$ cat src/rtl/pb_pkg.sv
package pb_pkg;
  localparam int WORD_W = 32;
  localparam int MODE_W = 3;

  typedef enum logic [MODE_W-1:0] {
    MD_INC    = 3'd1,
    MD_NONINC = 3'd3,
    MD_INLINE = 3'd4,
    MD_ONCE   = 3'd5
  } pb_mode_e;

  typedef enum logic [1:0] {
    ST_INC    = 2'd0,
    ST_NONINC = 2'd1,
    ST_ONCE   = 2'd2
  } pb_step_e;
endpackage

$ cat src/rtl/pb_hdr_decode.sv
module pb_hdr_decode
  import pb_pkg::*;
#(
  parameter int CNT_W = 13
) (
  input  logic [MODE_W-1:0] mode_f,
  input  logic [CNT_W-1:0]  cnt_f,
  output logic              hdr_load,
  output logic              hdr_inline,
  output pb_step_e          hdr_step
);
  logic known_run;

  always_comb begin
    known_run = 1'b0;
    hdr_step  = ST_INC;
    hdr_inline = 1'b0;
    case (pb_mode_e'(mode_f))
      MD_INC:    begin known_run = 1'b1; hdr_step = ST_INC;    end
      MD_NONINC: begin known_run = 1'b1; hdr_step = ST_NONINC; end
      MD_ONCE:   begin known_run = 1'b1; hdr_step = ST_ONCE;   end
      MD_INLINE: hdr_inline = 1'b1;
      default:   ;
    endcase
    hdr_load = known_run && (cnt_f != '0);
  end
endmodule

$ cat src/rtl/pb_burst_track.sv
module pb_burst_track #(
  parameter int CNT_W = 13,
  parameter int AVL_W = 13
) (
  input  logic             clk,
  input  logic             rst,
  input  logic             take,
  input  logic [CNT_W-1:0] rem,
  input  logic [AVL_W-1:0] avail,
  output logic             b_start,
  output logic [CNT_W-1:0] b_len,
  output logic             b_fin
);
  localparam int LW = (CNT_W > AVL_W) ? CNT_W : AVL_W;

  logic [CNT_W-1:0] left_q;
  logic [LW-1:0]    rem_x, av_x, len_x;

  always_comb begin
    rem_x   = LW'(rem);
    av_x    = (avail == '0) ? LW'(1) : LW'(avail);
    len_x   = (rem_x < av_x) ? rem_x : av_x;
    b_start = take && (left_q == '0);
    b_len   = CNT_W'(len_x);
    b_fin   = (left_q == '0) ? (b_len == CNT_W'(1)) : (left_q == CNT_W'(1));
  end

  always_ff @(posedge clk) begin
    if (rst) begin
      left_q <= '0;
    end else if (take) begin
      left_q <= b_start ? (b_len - CNT_W'(1)) : (left_q - CNT_W'(1));
    end
  end

  // a burst never claims more words than the command still owes
  a_r8_len_within_rem: assert property (@(posedge clk) disable iff (rst)
    b_start |-> (b_len != '0) && (b_len <= rem));
  // inside an open burst each word counts the remaining burst down by one
  a_r8_left_counts_down: assert property (@(posedge clk) disable iff (rst)
    (take && left_q != '0) |=> left_q == CNT_W'($past(left_q) - CNT_W'(1)));
endmodule

$ cat src/rtl/pb_method_parser.sv
module pb_method_parser
  import pb_pkg::*;
#(
  parameter int METH_W = 12,
  parameter int SUB_W  = 3,
  parameter int CNT_W  = 13,
  parameter int AVL_W  = 13
) (
  input  logic              clk,
  input  logic              rst,
  input  logic              in_valid,
  input  logic [WORD_W-1:0] in_word,
  input  logic [AVL_W-1:0]  in_avail,
  output logic              call_valid,
  output logic [METH_W-1:0] call_method,
  output logic [SUB_W-1:0]  call_subch,
  output logic [WORD_W-1:0] call_arg,
  output logic [CNT_W-1:0]  call_rem,
  output logic              call_last,
  output logic              call_burst_start,
  output logic [CNT_W-1:0]  call_burst_len
);
  localparam int MODE_LSB = WORD_W - MODE_W;
  localparam int CNT_LSB  = MODE_LSB - CNT_W;
  localparam int SUB_LSB  = CNT_LSB - SUB_W;

  logic [METH_W-1:0] meth_q;
  logic [SUB_W-1:0]  sub_q;
  logic [CNT_W-1:0]  rem_q;
  pb_step_e          step_q;

  logic [MODE_W-1:0] f_mode;
  logic [CNT_W-1:0]  f_cnt;
  logic [SUB_W-1:0]  f_sub;
  logic [METH_W-1:0] f_meth;
  logic              hdr_load, hdr_inline;
  pb_step_e          hdr_step;
  logic              busy, b_take, b_start, b_fin;
  logic [CNT_W-1:0]  b_len;

  assign f_mode = in_word[MODE_LSB +: MODE_W];
  assign f_cnt  = in_word[CNT_LSB +: CNT_W];
  assign f_sub  = in_word[SUB_LSB +: SUB_W];
  assign f_meth = in_word[METH_W-1:0];
  assign busy   = (rem_q != '0);
  assign b_take = in_valid && busy && (step_q == ST_NONINC);

  pb_hdr_decode #(.CNT_W(CNT_W)) u_dec (
    .mode_f(f_mode), .cnt_f(f_cnt),
    .hdr_load(hdr_load), .hdr_inline(hdr_inline), .hdr_step(hdr_step)
  );

  pb_burst_track #(.CNT_W(CNT_W), .AVL_W(AVL_W)) u_burst (
    .clk(clk), .rst(rst), .take(b_take), .rem(rem_q), .avail(in_avail),
    .b_start(b_start), .b_len(b_len), .b_fin(b_fin)
  );

  always_ff @(posedge clk) begin
    if (rst) begin
      meth_q <= '0; sub_q <= '0; rem_q <= '0; step_q <= ST_INC;
      call_valid <= 1'b0; call_method <= '0; call_subch <= '0; call_arg <= '0;
      call_rem <= '0; call_last <= 1'b0; call_burst_start <= 1'b0; call_burst_len <= '0;
    end else begin
      call_valid       <= 1'b0;
      call_burst_start <= 1'b0;
      call_burst_len   <= '0;
      if (in_valid) begin
        if (busy) begin
          call_valid  <= 1'b1;
          call_method <= meth_q;
          call_subch  <= sub_q;
          call_arg    <= in_word;
          call_rem    <= rem_q;
          rem_q       <= rem_q - CNT_W'(1);
          case (step_q)
            ST_INC: begin
              meth_q    <= meth_q + METH_W'(1);
              call_last <= (rem_q == CNT_W'(1));
            end
            ST_ONCE: begin
              meth_q    <= meth_q + METH_W'(1);
              step_q    <= ST_NONINC;
              call_last <= (rem_q == CNT_W'(1));
            end
            default: begin
              call_burst_start <= b_start;
              call_burst_len   <= b_start ? b_len : '0;
              call_last        <= b_fin;
            end
          endcase
        end else if (hdr_load) begin
          meth_q <= f_meth;
          sub_q  <= f_sub;
          rem_q  <= f_cnt;
          step_q <= hdr_step;
        end else if (hdr_inline) begin
          call_valid  <= 1'b1;
          call_method <= f_meth;
          call_subch  <= f_sub;
          call_arg    <= WORD_W'(f_cnt);
          call_rem    <= '0;
          call_last   <= 1'b1;
        end
      end
    end
  end

  // no accepted word, no call
  a_r12_no_word_no_call: assert property (@(posedge clk) disable iff (rst)
    !$past(in_valid) |-> !call_valid);
  // an idle cycle leaves the command state untouched
  a_r12_idle_holds: assert property (@(posedge clk) disable iff (rst)
    !in_valid |=> $stable(rem_q) && $stable(meth_q));
  // the word that empties a command is flagged last
  a_r7_final_is_last: assert property (@(posedge clk) disable iff (rst)
    (call_valid && call_rem == CNT_W'(1)) |-> call_last);
  // only inline calls report zero remaining, and they are last
  a_r5_inline_last: assert property (@(posedge clk) disable iff (rst)
    (call_valid && call_rem == '0) |-> call_last && !call_burst_start);
  // within a non-incrementing command the target does not move
  a_r3_fixed_target: assert property (@(posedge clk) disable iff (rst)
    (in_valid && rem_q > CNT_W'(1) && step_q == ST_NONINC) |=> $stable(meth_q));
  // the first increase-once word steps once, then stepping stops
  a_r4_step_once: assert property (@(posedge clk) disable iff (rst)
    (in_valid && busy && step_q == ST_ONCE) |=>
      (step_q == ST_NONINC) && (meth_q == METH_W'($past(meth_q) + METH_W'(1))));
endmodule

$ cat config.mk
export PLATFORM = sky130hd
export DESIGN_NAME = pb_method_parser
export DESIGN_NICKNAME = d
export VERILOG_FILES = /design/src/rtl/pb_pkg.sv /design/src/rtl/pb_hdr_decode.sv /design/src/rtl/pb_burst_track.sv /design/src/rtl/pb_method_parser.sv
export SDC_FILE = /design/constraint.sdc
export NUM_CORES = 1
export LEC_CHECK = 0
export ABC_AREA = 1
export BUFFER_PORTS_ARGS = -buffer_cell sky130_fd_sc_hd__buf_2
export CAP_MARGIN = 10
export CORE_MARGIN = 1.5
export CORE_UTILIZATION = 30
export DETAILED_ROUTE_END_ITERATION = 6
export PLACE_DENSITY = 0.56
export SLEW_MARGIN = 25
export SYNTH_ARGS = -nofsm -noshare
export SYNTH_HDL_FRONTEND = slang
export SYNTH_HIERARCHICAL = 1
export SYNTH_SLANG_ARGS = --single-unit
$ cat constraint.sdc
create_clock -name clk -period 2.81 [get_ports clk]
set_input_delay 0.4215 -clock clk [delete_from_list [all_inputs] [get_ports clk]]
set_output_delay 0.4215 -clock clk [all_outputs]
set_load 0.01 [all_outputs]
# [Word-level counts from Yosys, hierarchy flattened]
# Index checks and enable logic that the tools add are counted.
[op_classes] n_bitwise=3 mux=34 magnitude_cmp=1 addsub=4 eq_ne=12 n_reduce_logical=21
[ops] cell="$mux 13" count=8
[ops] cell="$mux 32" count=3
[ops] cell="$mux 12" count=6
[ops] cell="$eq 13x1->1 const B" count=3
[ops] cell="$sub 13x1->13 const B" count=3
[ops] cell="$logic_not 13->1" count=2
[ops] cell="$reduce_bool 13->1" count=2
[ops] cell="$lt 13x13->1" count=1
[ops] cell="$add 12x1->12 const B" count=1
[ops] cell="$reduce_and 3->1" count=4
[ops] cell="$mux 1" count=10
[ops] cell="$mux 3" count=3
[ops] cell="$eq 3x3->1 const B" count=2
[ops] cell="$mux 2" count=3
[ops] cell="$reduce_or 6->1" count=1
[ops] cell="$reduce_or 5->1" count=1
[ops] cell="$logic_and 1x1->1" count=4
[ops] cell="$ne 2x1->1 const B" count=2
[ops] cell="$pmux 2 s2" count=1
[ops] cell="$reduce_bool 2->1" count=2
[ops] cell="$reduce_or 2->1" count=2
[ops] cell="$eq 3x1->1 const B" count=1
[ops] cell="$eq 3x2->1 const B" count=1
[ops] cell="$not 1->1" count=3
[ops] cell="other kinds (6)" count=6
[totals] wordCells=88 output_inout_bits=76 inputBits=48 reg_bits=119

# [Logic depth before layout (Yosys ltp)]
[logic_depth] word_depth=8 depth_mapped=22 depth_no_buf=22

# [Hierarchy]
# Netlist, hierarchy kept.
[modules_own_cells] module="pb_method_parser" instances=1 area_per_inst_um2=4943.5 seq_area_each_um2=2122.0 cells_per_inst=732
[modules_own_cells] module="pb_burst_track" instances=1 area_per_inst_um2=1744.2 seq_area_each_um2=260.2 cells_per_inst=298
[modules_own_cells] module="pb_hdr_decode" instances=1 area_per_inst_um2=77.6 seq_area_each_um2=0.0 cells_per_inst=19

# [Least setup slack after synthesis]
# No wires, ideal clock.
[synth_path] kind="flip-flop to flip-flop" startpoint="register rem_q[0]" endpoint="register u_burst.left_q[11]" arrival_time_ns=2.579 n_path_buf=0 t_required_ns=2.754 setup_time_ns=0.056 setup_slack_ns=0.176 stages_incl_launch_ff=17 synth_period_minus_slack_ns=2.634 cell_sequence="dfxtp_1 -> inv_1 -> ha_1 -> nand2_4 -> nor2_8 -> nand2_4 -> nand2_4 -> nor3_1 -> clkinv_1 -> nor3_1 -> nand2_1 -> or2_2 -> nand3_1 -> nand2_1 -> inv_1 -> nand2_1 -> inv_1"
[synth_via] elab_chain_cells=5 word_cells_on_any_way=8 cone_classes="add/sub: 1; order compare: 1; mux: 2; reduce/logical: 4"
[synth_lines] item="start, declared" line_no="pb_method_parser.sv:29" rtl="logic [CNT_W-1:0] rem_q;"
[synth_lines] item="start signal, assigned" line_no="pb_method_parser.sv:74" rtl="rem_q <= rem_q - CNT_W'(1);"
[synth_lines] item="start signal, assigned" line_no="pb_method_parser.sv:94" rtl="rem_q <= f_cnt;"
[synth_lines] item="$reduce_bool 13->1 (*)" line_no="pb_method_parser.sv:45" rtl="assign busy = (rem_q != '0);"
[synth_lines] item="$logic_and 1x1->1 (*) (2 in series)" line_no="pb_method_parser.sv:46" rtl="assign b_take = in_valid && busy && (step_q == ST_NONINC);"
[synth_lines] item="net b_take" line_no="pb_method_parser.sv:38" rtl="logic busy, b_take, b_start, b_fin;"
[synth_lines] item="$logic_and 1x1->1" line_no="pb_burst_track.sv:23" rtl="b_start = take && (left_q == '0);"
[synth_lines] item="$mux 13" line_no="pb_burst_track.sv:32" rtl="left_q <= b_start ? (b_len - CNT_W'(1)) : (left_q - CNT_W'(1));"
[synth_lines] item="end signal, assigned" line_no="pb_burst_track.sv:32"
[synth_lines] item="end, declared" line_no="pb_burst_track.sv:16" rtl="logic [CNT_W-1:0] left_q;"
# Mark *: on every way through the listed nets, which the timed path passes. The rest lies on a longest branch.
# A chain may end at the register's enable or synchronous reset.

# [Worst setup path after layout]
[layout_path] startpoint="register rem_q[6]" endpoint="register call_last"
[layout_via] elab_chain_cells=6 word_cells_on_any_way=11 cone_classes="order compare: 1; eq/ne: 3; mux: 4; reduce/logical: 3"
[layout_lines] item="$lt 13x13->1" line_no="pb_burst_track.sv:22" rtl="len_x = (rem_x < av_x) ? rem_x : av_x;"
[layout_lines] item="$mux 13 (*)" line_no="pb_burst_track.sv:22"
[layout_lines] item="$eq 13x1->1 (*)" line_no="pb_burst_track.sv:25" rtl="b_fin = (left_q == '0) ? (b_len == CNT_W'(1)) : (left_q == CNT_W'(1));"
[layout_lines] item="$mux 1 (*)" line_no="pb_burst_track.sv:25"
[layout_lines] item="net b_fin" line_no="pb_method_parser.sv:38"
[layout_lines] item="$mux 1 (*)"
[layout_lines] item="$mux 1 (*)" line_no="pb_method_parser.sv:68" rtl="if (busy) begin"
[layout_lines] item="end signal, assigned" line_no="pb_method_parser.sv:78" rtl="call_last <= (rem_q == CNT_W'(1));"
[layout_lines] item="end signal, assigned" line_no="pb_method_parser.sv:83" rtl="call_last <= (rem_q == CNT_W'(1));"
[layout_lines] item="end signal, assigned" line_no="pb_method_parser.sv:88" rtl="call_last <= b_fin;"
[layout_lines] item="end, declared" line_no="pb_method_parser.sv:19" rtl="output logic call_last,"
# Marked as above.

==> impl_metrics.json <==
{
  "ios": 124,
  "start_util": 0.308,
  "clockBufferDepth": 2,
  "vias": 6868,
  "finalNetCount": 1247,
  "dp_cells": 1441,
  "crit_path_start_kind": "register",
  "drt-pass1-iter-count": 7,
  "grt-ovfl-total": 0,
  "yosys.area.top_type": "dfxtp_1",
  "route.detailed.drc": 16,
  "ir_drop_mv": 0.359,
  "required_ps": 3170,
  "yosys.area.top_type_share": 0.352,
  "yosysMostFrequentCell": "nand2_1",
  "synthesis.instances": 1049,
  "grtUsageTotal": 0.184,
  "die_w_um": 153,
  "finalHoldWorstSlack_ps": 279,
  "tritoncts": "yes",
  "area_growth_pct": 23.0,
  "port_buffers": 123,
  "place.gp.congestion": 0.861,
  "critPathMaxFanout": 5,
  "violations": "DRC",
  "drt-total-wl_um": 21400,
  "cts-root-buf": "clkbuf_16",
  "core_area_um2": 22000,
  "yosys_register_bits": 119,
  "synthTopCellsByArea": "dfxtp_1 (35%), nand2_1 (15%), nor2_1 (10%), inv_1 (6.4%), o21ai_0 (5.8%)",
  "fin_crit_ps": 2560,
  "fin_area_um2": 8320,
  "viasPerCell": 4.66,
  "yosys-top-cells-count": "nand2_1 (274), nor2_1 (187), dfxtp_1 (119)",
  "async_reset_ff_frac": 0,
  "hold_buffers": 0,
  "num_rows": 54,
  "p_leak_nw": 4.22,
  "skew_ps": 12.2,
  "min_path_type": "input pin to register",
  "die_h_um": 153,
  "yosys.cell_types.count": 40,
  "grt_pass1_wl_um": 33900,
  "ant_nets": 0,
  "power.density_nw_per_um2": 700,
  "ys.flop_type": "dfxtp_1",
  "tightest_slew_ps": 540,
  "dp_hpwl_um": 15700,
  "grt_pass1_vias": 6404,
  "drtIter0Drc": 508,
  "cts_buffers": 17,
  "timing.final.crit_share": 0.910,
  "power_mw": 5.82,
  "slew_viol_final": 0,
  "post_drt_wl_per_cell_um": 14.5,
  "grt_max_degree": 61,
  "drive_gt1_frac": 0.188,
  "h-tree-depth": 4,
  "placed_area_um2": 7680,
  "critical_path_class": "register to register",
  "dieArea_um2": 23500,
  "maxCapViolations": 0,
  "finalSetupViolCount": 0,
  "pre_cts_ws_ps": 1.97,
  "setup.worst_path.end_class": "register",
  "fin_cells": 1473,
  "yosysSeqAreaShare": 0.352,
  "outcome": "finished, violations left",
  "synth_edf_count": 0,
  "cts_resized": 0,
  "max_freq_mhz": 391,
  "postCtsSetupBuffers": 0,
  "arrival_ps": 2920,
  "finalSetupTns_ps": 0,
  "synth_area_um2": 6770,
  "postSynthAreaPerCell_um2": 6.45,
  "slew_headroom": 0.639,
  "path_clk_slew_ps": 60,
  "clock_sink_count": 119,
  "nFillCells": 2361,
  "syn-num-nets": 1116,
  "finalCoreUtilization": 0.379,
  "rsz0062_at_grt": "true",
  "clock_latency_ps": 420,
  "hold_viol": 0,
  "worst_slack_ps": 253,
  "grt_antenna_before_repair": 3,
  "synth-warning-count": 6
}
placed cells by master (no fill, tap or decap), types with 4 or more instances in the layout:
cell type,instances
o21ai_1,15
nand3_1,51
inv_2,4
buf_2,123
nand2_2,6
nor2_1,186
nor3_1,9
inv_6,4
nand2_4,6
nand4_1,10
nand2_1,274
clkbuf_16,17
bufinv_16,4
nor2_2,9
inv_1,115
o21ai_0,79
clkinv_4,4
nand3b_1,5
ha_1,19
xor2_1,9
a21oi_1,64
dfxtp_1,119
buf_4,27
state kept, by name, summed over array words and instances, names as in the netlist:
| signal | cells |
|---|---|
| call_arg | 32 |
| call_burst_len | 13 |
| call_rem | 13 |
| rem_q | 13 |
| u_burst/left_q | 13 |
| call_method | 12 |
| meth_q | 12 |
| call_subch | 3 |
| sub_q | 3 |
| step_q | 2 |
| call_burst_start | 1 |
| call_last | 1 |
| call_valid | 1 |
routing by layer:
layer / track usage / up-vias / part of all wire
li1: - / 3568 / -
met1: 0.243 / 3081 / 0.47
met2: 0.289 / 195 / 0.44
met3: 0.0527 / 22 / 0.073
met4: 0.0556 / 2 / 0.016
met5: 0 / - / 0.00033
critical path: stages, from the launching register on:
cell and delay, ps:
dfxtp_1 330, ha_1 310, a21oi_1 140, nand3b_1 110, a21oi_1 70, nor2_2 250
buf_4 190, nand3b_1 80, nand2_1 190, nand2_1 140, nor2_2 190, nand3_1 110
o41ai_1 80, nand2_1 90, nand3_1 90, nand2_1 50, nor2_1 80
cells by family after synthesis:
| family | synth area share |
|---|---|
| AO/OA/AOI/OAI | 0.134 |
| adder cells (fa/ha/maj) | 0.0351 |
| buffers and inverters | 0.109 |
| XOR/XNOR | 0.0155 |
| AND/OR/NAND/NOR | 0.354 |
| flip-flops | 0.352 |
power by group:
group          switching (mW)  internal (mW)
clock                   0.858           1.49
sequential              0.102           1.83
combinational            1.01          0.532
total                    1.97           3.85
worst paths after layout:
path	cells past startpoint	slack, ps	endpoint	start
setup / recovery	16	250	call_last	rem_q[6]
hold reg to reg	2	450	sub_q[0]	sub_q[0]
hold / removal	3	280	call_arg[16]	in_word[16]
setup reg to reg	16	250	call_last	rem_q[6]
layout make-up:
class,instances,area [um2],share of cell area
antenna,1,2.50,0.000301
clock buffer,17,425,0.0511
clock inverter,14,199,0.0239
inverter,123,467,0.0561
multi-input combinational,768,3660,0.439
sequential,119,2380,0.286
tap,280,350,0.0421
timing repair buffer,151,838,0.101
(Power assumes the default switching activity.)
